<file path="config.mk">
export PLATFORM = sky130hd
export DESIGN_NAME = xbar_gate_sched
export DESIGN_NICKNAME = d
export VERILOG_FILES = /design/src/rtl/xbar_sched_pkg.sv /design/src/rtl/slot_edge_sync.sv /design/src/rtl/slot_ring.sv /design/src/rtl/gate_perm_map.sv /design/src/rtl/xbar_gate_sched.sv
export SDC_FILE = /design/constraint.sdc
export NUM_CORES = 1
export LEC_CHECK = 0
export ABC_CLOCK_PERIOD_IN_PS = 2250
export BUFFER_PORTS_ARGS = -buffer_cell sky130_fd_sc_hd__buf_2
export CAP_MARGIN = 20
export CORE_MARGIN = 2
export CORE_UTILIZATION = 47
export CTS_CLUSTER_DIAMETER = 200
export DETAILED_ROUTE_END_ITERATION = 8
export MAX_ROUTING_LAYER = met4
export PLACE_DENSITY_LB_ADDON = 0.3
export SYNTH_ARGS = -nofsm -noshare
export SYNTH_HDL_FRONTEND = slang
export SYNTH_HIERARCHICAL = 1
export SYNTH_SLANG_ARGS = --single-unit
</file>
<file path="constraint.sdc">
create_clock -name clk -period 2.25 [get_ports clk]
set_input_delay 0.225 -clock clk [delete_from_list [all_inputs] [get_ports clk]]
set_output_delay 0.225 -clock clk [all_outputs]
set_load 0.005 [all_outputs]
</file>
<file path="src/rtl/xbar_sched_pkg.sv">
package xbar_sched_pkg;

    localparam int XS_PORTS_DEF   = 4;
    localparam int XS_GUARD_W_DEF = 8;

    // Source input feeding output o during slot s of an n-port rotation
    function automatic int src_port(input int o, input int s, input int n);
        return (2 * n - 1 - o - s) % n;
    endfunction

endpackage

</file>
<file path="src/rtl/slot_edge_sync.sv">
module slot_edge_sync (
    input  logic clk,
    input  logic rst_n,
    input  logic async_i,
    output logic rise_o
);
    typedef struct packed {
        logic meta;
        logic sync;
        logic prev;
    } sync_t;

    sync_t sy_d, sy_q;

    always_comb begin
        sy_d      = sy_q;
        sy_d.meta = async_i;
        sy_d.sync = sy_q.meta;
        sy_d.prev = sy_q.sync;
    end

    always_ff @(posedge clk) begin
        if (!rst_n) sy_q <= '0;
        else        sy_q <= sy_d;
    end

    assign rise_o = sy_q.sync & ~sy_q.prev;

    AST_RISE_SINGLE: assert property (@(posedge clk) disable iff (!rst_n)
        rise_o |=> !rise_o);

endmodule

</file>
<file path="src/rtl/slot_ring.sv">
module slot_ring #(
    parameter int N_SLOTS = 4
) (
    input  logic               clk,
    input  logic               rst_n,
    input  logic               step_i,
    output logic [N_SLOTS-1:0] ring_o,
    output logic [N_SLOTS-1:0] ring_nxt_o
);
    logic [N_SLOTS-1:0] ring_d, ring_q;

    always_comb begin
        ring_d = ring_q;
        if (step_i) ring_d = {ring_q[N_SLOTS-2:0], ring_q[N_SLOTS-1]};
    end

    always_ff @(posedge clk) begin
        if (!rst_n) ring_q <= N_SLOTS'(1);
        else        ring_q <= ring_d;
    end

    assign ring_o     = ring_q;
    assign ring_nxt_o = ring_d;

    AST_RING_ONEHOT: assert property (@(posedge clk) disable iff (!rst_n)
        $countones(ring_q) == 1);

endmodule

</file>
<file path="src/rtl/gate_perm_map.sv">
module gate_perm_map
    import xbar_sched_pkg::*;
#(
    parameter int N_PORTS = 4,
    localparam int NPATH  = N_PORTS * N_PORTS,
    localparam int SLOT_W = $clog2(N_PORTS)
) (
    input  logic [SLOT_W-1:0] slot_i,
    output logic [NPATH-1:0]  en_o
);
    always_comb begin
        en_o = '0;
        for (int o = 0; o < N_PORTS; o++) begin
            for (int i = 0; i < N_PORTS; i++) begin
                en_o[o * N_PORTS + i] = (src_port(o, int'(slot_i), N_PORTS) == i);
            end
        end
    end

endmodule

</file>
<file path="src/rtl/xbar_gate_sched.sv">
module xbar_gate_sched
    import xbar_sched_pkg::*;
#(
    parameter int N_PORTS  = XS_PORTS_DEF,
    parameter int GUARD_W  = XS_GUARD_W_DEF,
    localparam int NPATH   = N_PORTS * N_PORTS,
    localparam int SLOT_W  = $clog2(N_PORTS)
) (
    input  logic               clk,
    input  logic               rst_n,
    input  logic               slot_clk,
    input  logic [GUARD_W-1:0] guard_len,
    input  logic [NPATH-1:0]   path_mask,
    output logic [NPATH-1:0]   gate_en,
    output logic [SLOT_W-1:0]  slot_idx,
    output logic               slot_start
);
    typedef struct packed {
        logic               started;
        logic               start;
        logic [GUARD_W-1:0] cnt;
        logic [NPATH-1:0]   gates;
    } ctl_t;

    ctl_t ctl_d, ctl_q;

    logic               slot_rise;
    logic [N_PORTS-1:0] ring_cur, ring_nxt;
    logic [SLOT_W-1:0]  idx_cur, idx_nxt;
    logic [NPATH-1:0]   perm_en;

    slot_edge_sync u_sync (
        .clk     (clk),
        .rst_n   (rst_n),
        .async_i (slot_clk),
        .rise_o  (slot_rise)
    );

    slot_ring #(.N_SLOTS(N_PORTS)) u_ring (
        .clk        (clk),
        .rst_n      (rst_n),
        .step_i     (slot_rise & ctl_q.started),
        .ring_o     (ring_cur),
        .ring_nxt_o (ring_nxt)
    );

    always_comb begin
        idx_cur = '0;
        idx_nxt = '0;
        for (int k = 0; k < N_PORTS; k++) begin
            if (ring_cur[k]) idx_cur = idx_cur | SLOT_W'(k);
            if (ring_nxt[k]) idx_nxt = idx_nxt | SLOT_W'(k);
        end
    end

    gate_perm_map #(.N_PORTS(N_PORTS)) u_map (
        .slot_i (idx_nxt),
        .en_o   (perm_en)
    );

    always_comb begin
        ctl_d       = ctl_q;
        ctl_d.start = slot_rise;
        if (slot_rise) begin
            ctl_d.started = 1'b1;
            ctl_d.cnt     = guard_len;
        end else if (ctl_q.cnt != '0) begin
            ctl_d.cnt = ctl_q.cnt - 1'b1;
        end
        if (ctl_d.started && ctl_d.cnt == '0) ctl_d.gates = perm_en & ~path_mask;
        else                                  ctl_d.gates = '0;
    end

    always_ff @(posedge clk) begin
        if (!rst_n) ctl_q <= '0;
        else        ctl_q <= ctl_d;
    end

    assign gate_en    = ctl_q.gates;
    assign slot_idx   = idx_cur;
    assign slot_start = ctl_q.start;

    AST_IDLE_BEFORE_START: assert property (@(posedge clk) disable iff (!rst_n)
        !ctl_q.started |-> gate_en == '0);

    AST_GUARD_BLANK: assert property (@(posedge clk) disable iff (!rst_n)
        (ctl_q.cnt != '0) |-> gate_en == '0);

    AST_START_PULSE: assert property (@(posedge clk) disable iff (!rst_n)
        slot_start |=> !slot_start);

    AST_SLOT_HOLD: assert property (@(posedge clk) disable iff (!rst_n)
        !slot_start |-> slot_idx == $past(slot_idx));

    AST_SLOT_STEP: assert property (@(posedge clk) disable iff (!rst_n)
        (slot_start && $past(ctl_q.started))
            |-> slot_idx == SLOT_W'(($past(slot_idx) + 1) % N_PORTS));

    for (genvar g = 0; g < N_PORTS; g++) begin : g_chk
        logic [N_PORTS-1:0] col;
        for (genvar h = 0; h < N_PORTS; h++) begin : g_col
            assign col[h] = gate_en[h * N_PORTS + g];
        end
        AST_OUT_SINGLE: assert property (@(posedge clk) disable iff (!rst_n)
            $countones(gate_en[g * N_PORTS +: N_PORTS]) <= 1);
        AST_IN_SINGLE: assert property (@(posedge clk) disable iff (!rst_n)
            $countones(col) <= 1);
    end

endmodule

</file>
# Yosys cells after proc, flatten, opt, wreduce, memory -nomap -nowiden
# Cells that the tools add are included.
dict set report classes {
  n_addsub 5
  n_eq_ne 12
  muxes 10
  bitwise 9
  reduce_logical 12
}
# op n
set ops {}
lappend ops {{$logic_not 32->1} 4}
lappend ops {{$eq 3x3->1 const B} 8}
lappend ops {{$and 16x16->16} 1}
lappend ops {{$mux 8} 2}
lappend ops {{$not 16->16} 1}
lappend ops {{$sub 3x2->4 const A} 4}
lappend ops {{$eq 3x2->1 const B} 4}
lappend ops {{$logic_not 8->1} 1}
lappend ops {{$mux 2} 4}
lappend ops {{$reduce_bool 8->1} 1}
lappend ops {{$reduce_or 2->1} 4}
lappend ops {{$sub 8x1->8 const B} 1}
lappend ops {{$and 1x1->1} 6}
lappend ops {{$mux 4} 1}
lappend ops {{$mux 1} 3}
lappend ops {{$reduce_and 2->1} 1}
lappend ops {{$logic_and 1x1->1} 1}
lappend ops {{$not 1->1} 1}
dict set report totals {
  reg_bits 33
  wordCells 57
}

# Logic depth before layout (Yosys ltp)
dict set report depth {
  word_depth 12
  depth_mapped 9
  depth_no_buf 7
}

# Cells and area by module
# Netlist, hierarchy kept.
# mod n_inst cells_each area_each_um2 seq_area_each_um2
set by_module_without_submodules {}
lappend by_module_without_submodules {xbar_gate_sched 1 135 1361.3 520.5}
lappend by_module_without_submodules {slot_ring 1 13 157.7 80.1}
lappend by_module_without_submodules {gate_perm_map 1 16 116.4 0.0}
lappend by_module_without_submodules {slot_edge_sync 1 7 92.6 60.1}

# Worst setup path before layout
# No wires, ideal clock.
dict set report synth_timing {
  path_type {register -> register}
  from {register u_sync.sy_q (netlist bit u_sync/sy_d[0])}
  to {register ctl_q (netlist bit gate_en[4])}
  arrival_time_ns 2.310
  required_time_ns 2.154
  slack_ns -0.156
  path_stages_with_launch 10
  n_path_buf 3
  synth_period_minus_slack_ns 2.406
  cell_sequence {dfxtp_1 > nor2b_4 > buf_2 > buf_1 > and2_1 > mux2_2 > or2_2 > nor2b_1 > buf_4 > nor4b_1}
}
# item line
set synth_rtl {}
lappend synth_rtl {{start, declared} slot_edge_sync.sv:13} ;# sync_t sy_d, sy_q;
lappend synth_rtl {{start signal, assigned} slot_edge_sync.sv:24} ;# else sy_q <= sy_d;
lappend synth_rtl {{end signal, assigned} xbar_gate_sched.sv:76} ;# else ctl_q <= ctl_d;
lappend synth_rtl {{end, declared} xbar_gate_sched.sv:25} ;# ctl_t ctl_d, ctl_q;

# Final worst setup path
dict set report layout_timing {
  from {register ctl_q[16] (netlist name)}
  to {register ctl_q (netlist bit gate_en[8])}
}
dict set report layout_via {
  elab_chain_cells 6
  elab_cells_between_ends 7
  cone_classes {add/sub: 1; mux: 2; reduce/logical: 4}
}
# item line
set layout_rtl {}
lappend layout_rtl {{$sub 8x1->8 or $reduce_bool 8->1 (tied branches)} {xbar_gate_sched.sv:68, xbar_gate_sched.sv:67}}
lappend layout_rtl {{$mux 8 *} xbar_gate_sched.sv:67} ;# end else if (ctl_q.cnt != '0) begin
lappend layout_rtl {{$mux 8 *} xbar_gate_sched.sv:64} ;# if (slot_rise) begin
lappend layout_rtl {{$logic_not 8->1 *} xbar_gate_sched.sv:70} ;# if (ctl_d.started && ctl_d.cnt == '0) ctl_d.gates = perm_en & ~path_mask;
lappend layout_rtl {{$logic_and 1x1->1 *} xbar_gate_sched.sv:70}
lappend layout_rtl {{$reduce_and 2->1 (no line) *} --}
# Mark *: on every way between the ends. The rest lies on a longest branch, timed or not.
# A chain may end at the register's enable or synchronous reset.

==> impl_results.md <==
* Status: complete, no violations
* YS warnings at 6
* Post-synthesis register bit count at 33
* Final min period at 2.11 ns
* Overflow after GRT at 0
* Crit path required time at 2.43 ns
* Initial core utilization at 47.9%
* # Max-Cap Violations at 0
* CTS clk-pin slew, worst paths at 0.06 ns
* Initial drt markers at 39
* Pre-Repair DR Iteration Count at 4
* Sink Count at 33
* Hold violation total from the final report at 0
* Pin count of the biggest net entering global routing at 17
* Worst slew pin tran at 0.392 ns
* Total GRT Usage at 16.8%
* Antenna cell count at 0
* Slew HR at 73.5%
* Post-synthesis cell count at 171
* Nets at 228
* Share of cells above drive strength 1 at 47.7%
* Crit path kind: reg2reg
* Clock tree root buffer cell: clkbuf_8
* Max Slew Vio Count at 0
* Sequential area share after synthesis at 38.2%
* CP Data Arrival Time at 2.29 ns
* Routability cong. at 0.870
* Hold Buf Count CTS at 0
* Clock Path Buffers at 2
* Layout fillers at 322
* Fin area at 0.00198 mm²
* HPWL Detailed at 2.46 mm
* Peak supply drop at 0.673 mV
* Die Height at 64.6 µm
* Pleak at 0.860 nW
* Worst-case clock skew at 0.00590 ns
* Total CTS buffers at 5
* Vias in the first global route at 1195
* Largest cells by area after synthesis: dfxtp_1, buf_4, nor4b_2, nor4b_1, and2_1
* CTS tree: yes
* Yosys top cell area share at 38.2%
* Clk_lat worst skew at 0.27 ns
* Port Buf Inserts at 45
* HP Class: in2reg
* Final worst setup slack at 0.135 ns
* Syn nets at 200
* Unique cell type count in the Yosys netlist at 43
* Final setup viols at 0
* Period utilization at 94.0%
* Initial antenna violation count at 0
* Setup crit start kind: register
* Area growth syn-to-layout at 14.8%
* First-pass GRT wire length at 5.25 mm
* Synthesized area per cell at 10.1 µm²
* P per Cell Area at 1150 mW/mm²
* # H-tree levels at 2
* DIE WIDTH at 64.6 µm
* DR vias at 1258
* Full die area at 0.00418 mm²
* DRC Markers at 0
* Critical path peak fanout at 16
* Mapped Area at 0.00173 mm²
* Core area at 0.00361 mm²
* Number of I/O pins at 46
* Avg Vias per Cell at 5.09
* RSZ-0062 raised after global routing: false
* Antenna viol nets, final at 0
* Cell taking the most area after synthesis: dfxtp_1
* Pre-CTS setup slack at -0.0238 ns
* Wirelength per Cell at 12.9 µm
* Final Util at 55.0%
* Cell row count at 22
* Peak Freq at 0.473 GHz
* Placed Area at 0.00184 mm²
* Power Total at 2.28 mW
* CP Capture Type: register
* Final WL at 3.19 mm
flip-flops by register name, indices dropped and copies added (netlist names):
signal	flops
gate_en	16
ctl_q	9
u_ring/ring_o	4
u_sync/sy_d	2
slot_start	1
u_sync/sy_q	1
kinds of logic (layout without fill, tap and decap cells):
| kind of cell | after synthesis | in the layout | share of synthesized area, % |
|---|---|---|---|
| buffers and inverters | 40 | 68 | 15.6 |
| and+or+nand+nor | 66 | 66 | 30.3 |
| adders and majority gates | 2 | 2 | 1.45 |
| xor gates and xnor gates | 4 | 4 | 2.03 |
| DFF | 33 | 33 | 38.2 |
| muxes | 5 | 5 | 3.40 |
| AOI/OAI and AO/OA | 21 | 21 | 9.05 |
timing repair:
item                                    4_1_cts  5_1_grt
endpoints found under the setup margin        5       16
gates resized for setup                       1        5
pin swaps                                     0        1
buffers inserted                              0        3
worst max-delay path, stage by stage, from the launching register on:
cell and delay, ns:
dfxtp_1 0.32, inv_1 0.10, ha_2 0.22, or4b_4 0.49, nor3_2 0.12, o31a_2 0.20
nand4_4 0.11, buf_12 0.18, nor4b_1 0.27
power breakdown:
| part | internal [mW] | total (mW) | switching (mW) |
|---|---|---|---|
| combinational | 0.484 | 1.10 | 0.614 |
| clock | 0.242 | 0.427 | 0.185 |
| sequential | 0.657 | 0.759 | 0.102 |
cell type report:
class	instances	area (µm²)	area share (%)
multi-input cells	98	833	42.0
flip-flops and latches	33	661	33.3
repair buffers	54	318	16.0
clock buffers	7	86.3	4.35
well taps	48	60.1	3.03
inverters	7	26.3	1.32
layout by cell type, fill, tap and decap left out, types with 2 or more instances in the layout:
cell | synthesis | layout
buf_2 | 2 | 45
dfxtp_1 | 33 | 33
nor2_1 | 14 | 14
nor4b_2 | 11 | 12
and2_1 | 9 | 8
inv_1 | 7 | 7
buf_4 | 29 | 7
clkbuf_8 | 0 | 6
nor4b_1 | 7 | 5
or2_2 | 4 | 4
o21ai_0 | 4 | 4
a31oi_1 | 4 | 4
nand2_1 | 4 | 4
a21oi_1 | 3 | 3
xnor2_1 | 3 | 3
a22oi_1 | 4 | 3
mux2_2 | 3 | 3
nor3_1 | 2 | 2
or3_1 | 2 | 2
buf_12 | 0 | 2
cell usage after synthesis, drive strengths merged:
cell type  number
nor2           14
a21oi           3
and3            1
o21ai           5
nand3           1
nand4           1
nor3            4
buf            33
ha              2
xor2            1
mux2            4
or2             5
a22oi           4
a31oi           4
nand2           4
nor2b           2
mux2i           1
or4b            1
xnor2           3
o31a            1
inv             7
and2b           1
or3             2
o211ai          1
a311oi          2
nand2b          1
nor3b           1
a221oi          1
dfxtp          33
nor4b          18
and2           10
metal layers:
layer	part of all wire [%]	vias to the layer above	wire length [µm]	GRT usage [%]
met5	0	-	0	-
met4	1.4	0	45	7.18
met3	5.7	8	181	5.03
met2	49	43	1570	27.9
met1	44	581	1400	18.7
li1	-	626	-	-
path summary, 6_finish.rpt:
| kind | startpoint | to | slack [ns] | cells past startpoint |
|---|---|---|---|---|
| setup / recovery | ctl_q[16] | gate_en[8] | 0.14 | 8 |
| hold / removal | path_mask[7] | gate_en[7] | 0.11 | 2 |
| setup reg to reg | ctl_q[16] | gate_en[8] | 0.14 | 8 |
| hold reg to reg | u_sync/sy_d[1] | u_sync/sy_d[0] | 0.43 | 1 |
per-stage QoR:
stage          hold slack, ns  instances  setup TNS [ns]
2_1_floorplan           0.296        171               0
3_3_place_gp            0.389        237               0
3_5_place_dp            0.393        237         -0.0238
4_1_cts                0.0992        244               0
5_1_grt                0.0952        247               0
6_report                0.108        247               0
(Power assumes the default switching activity.)
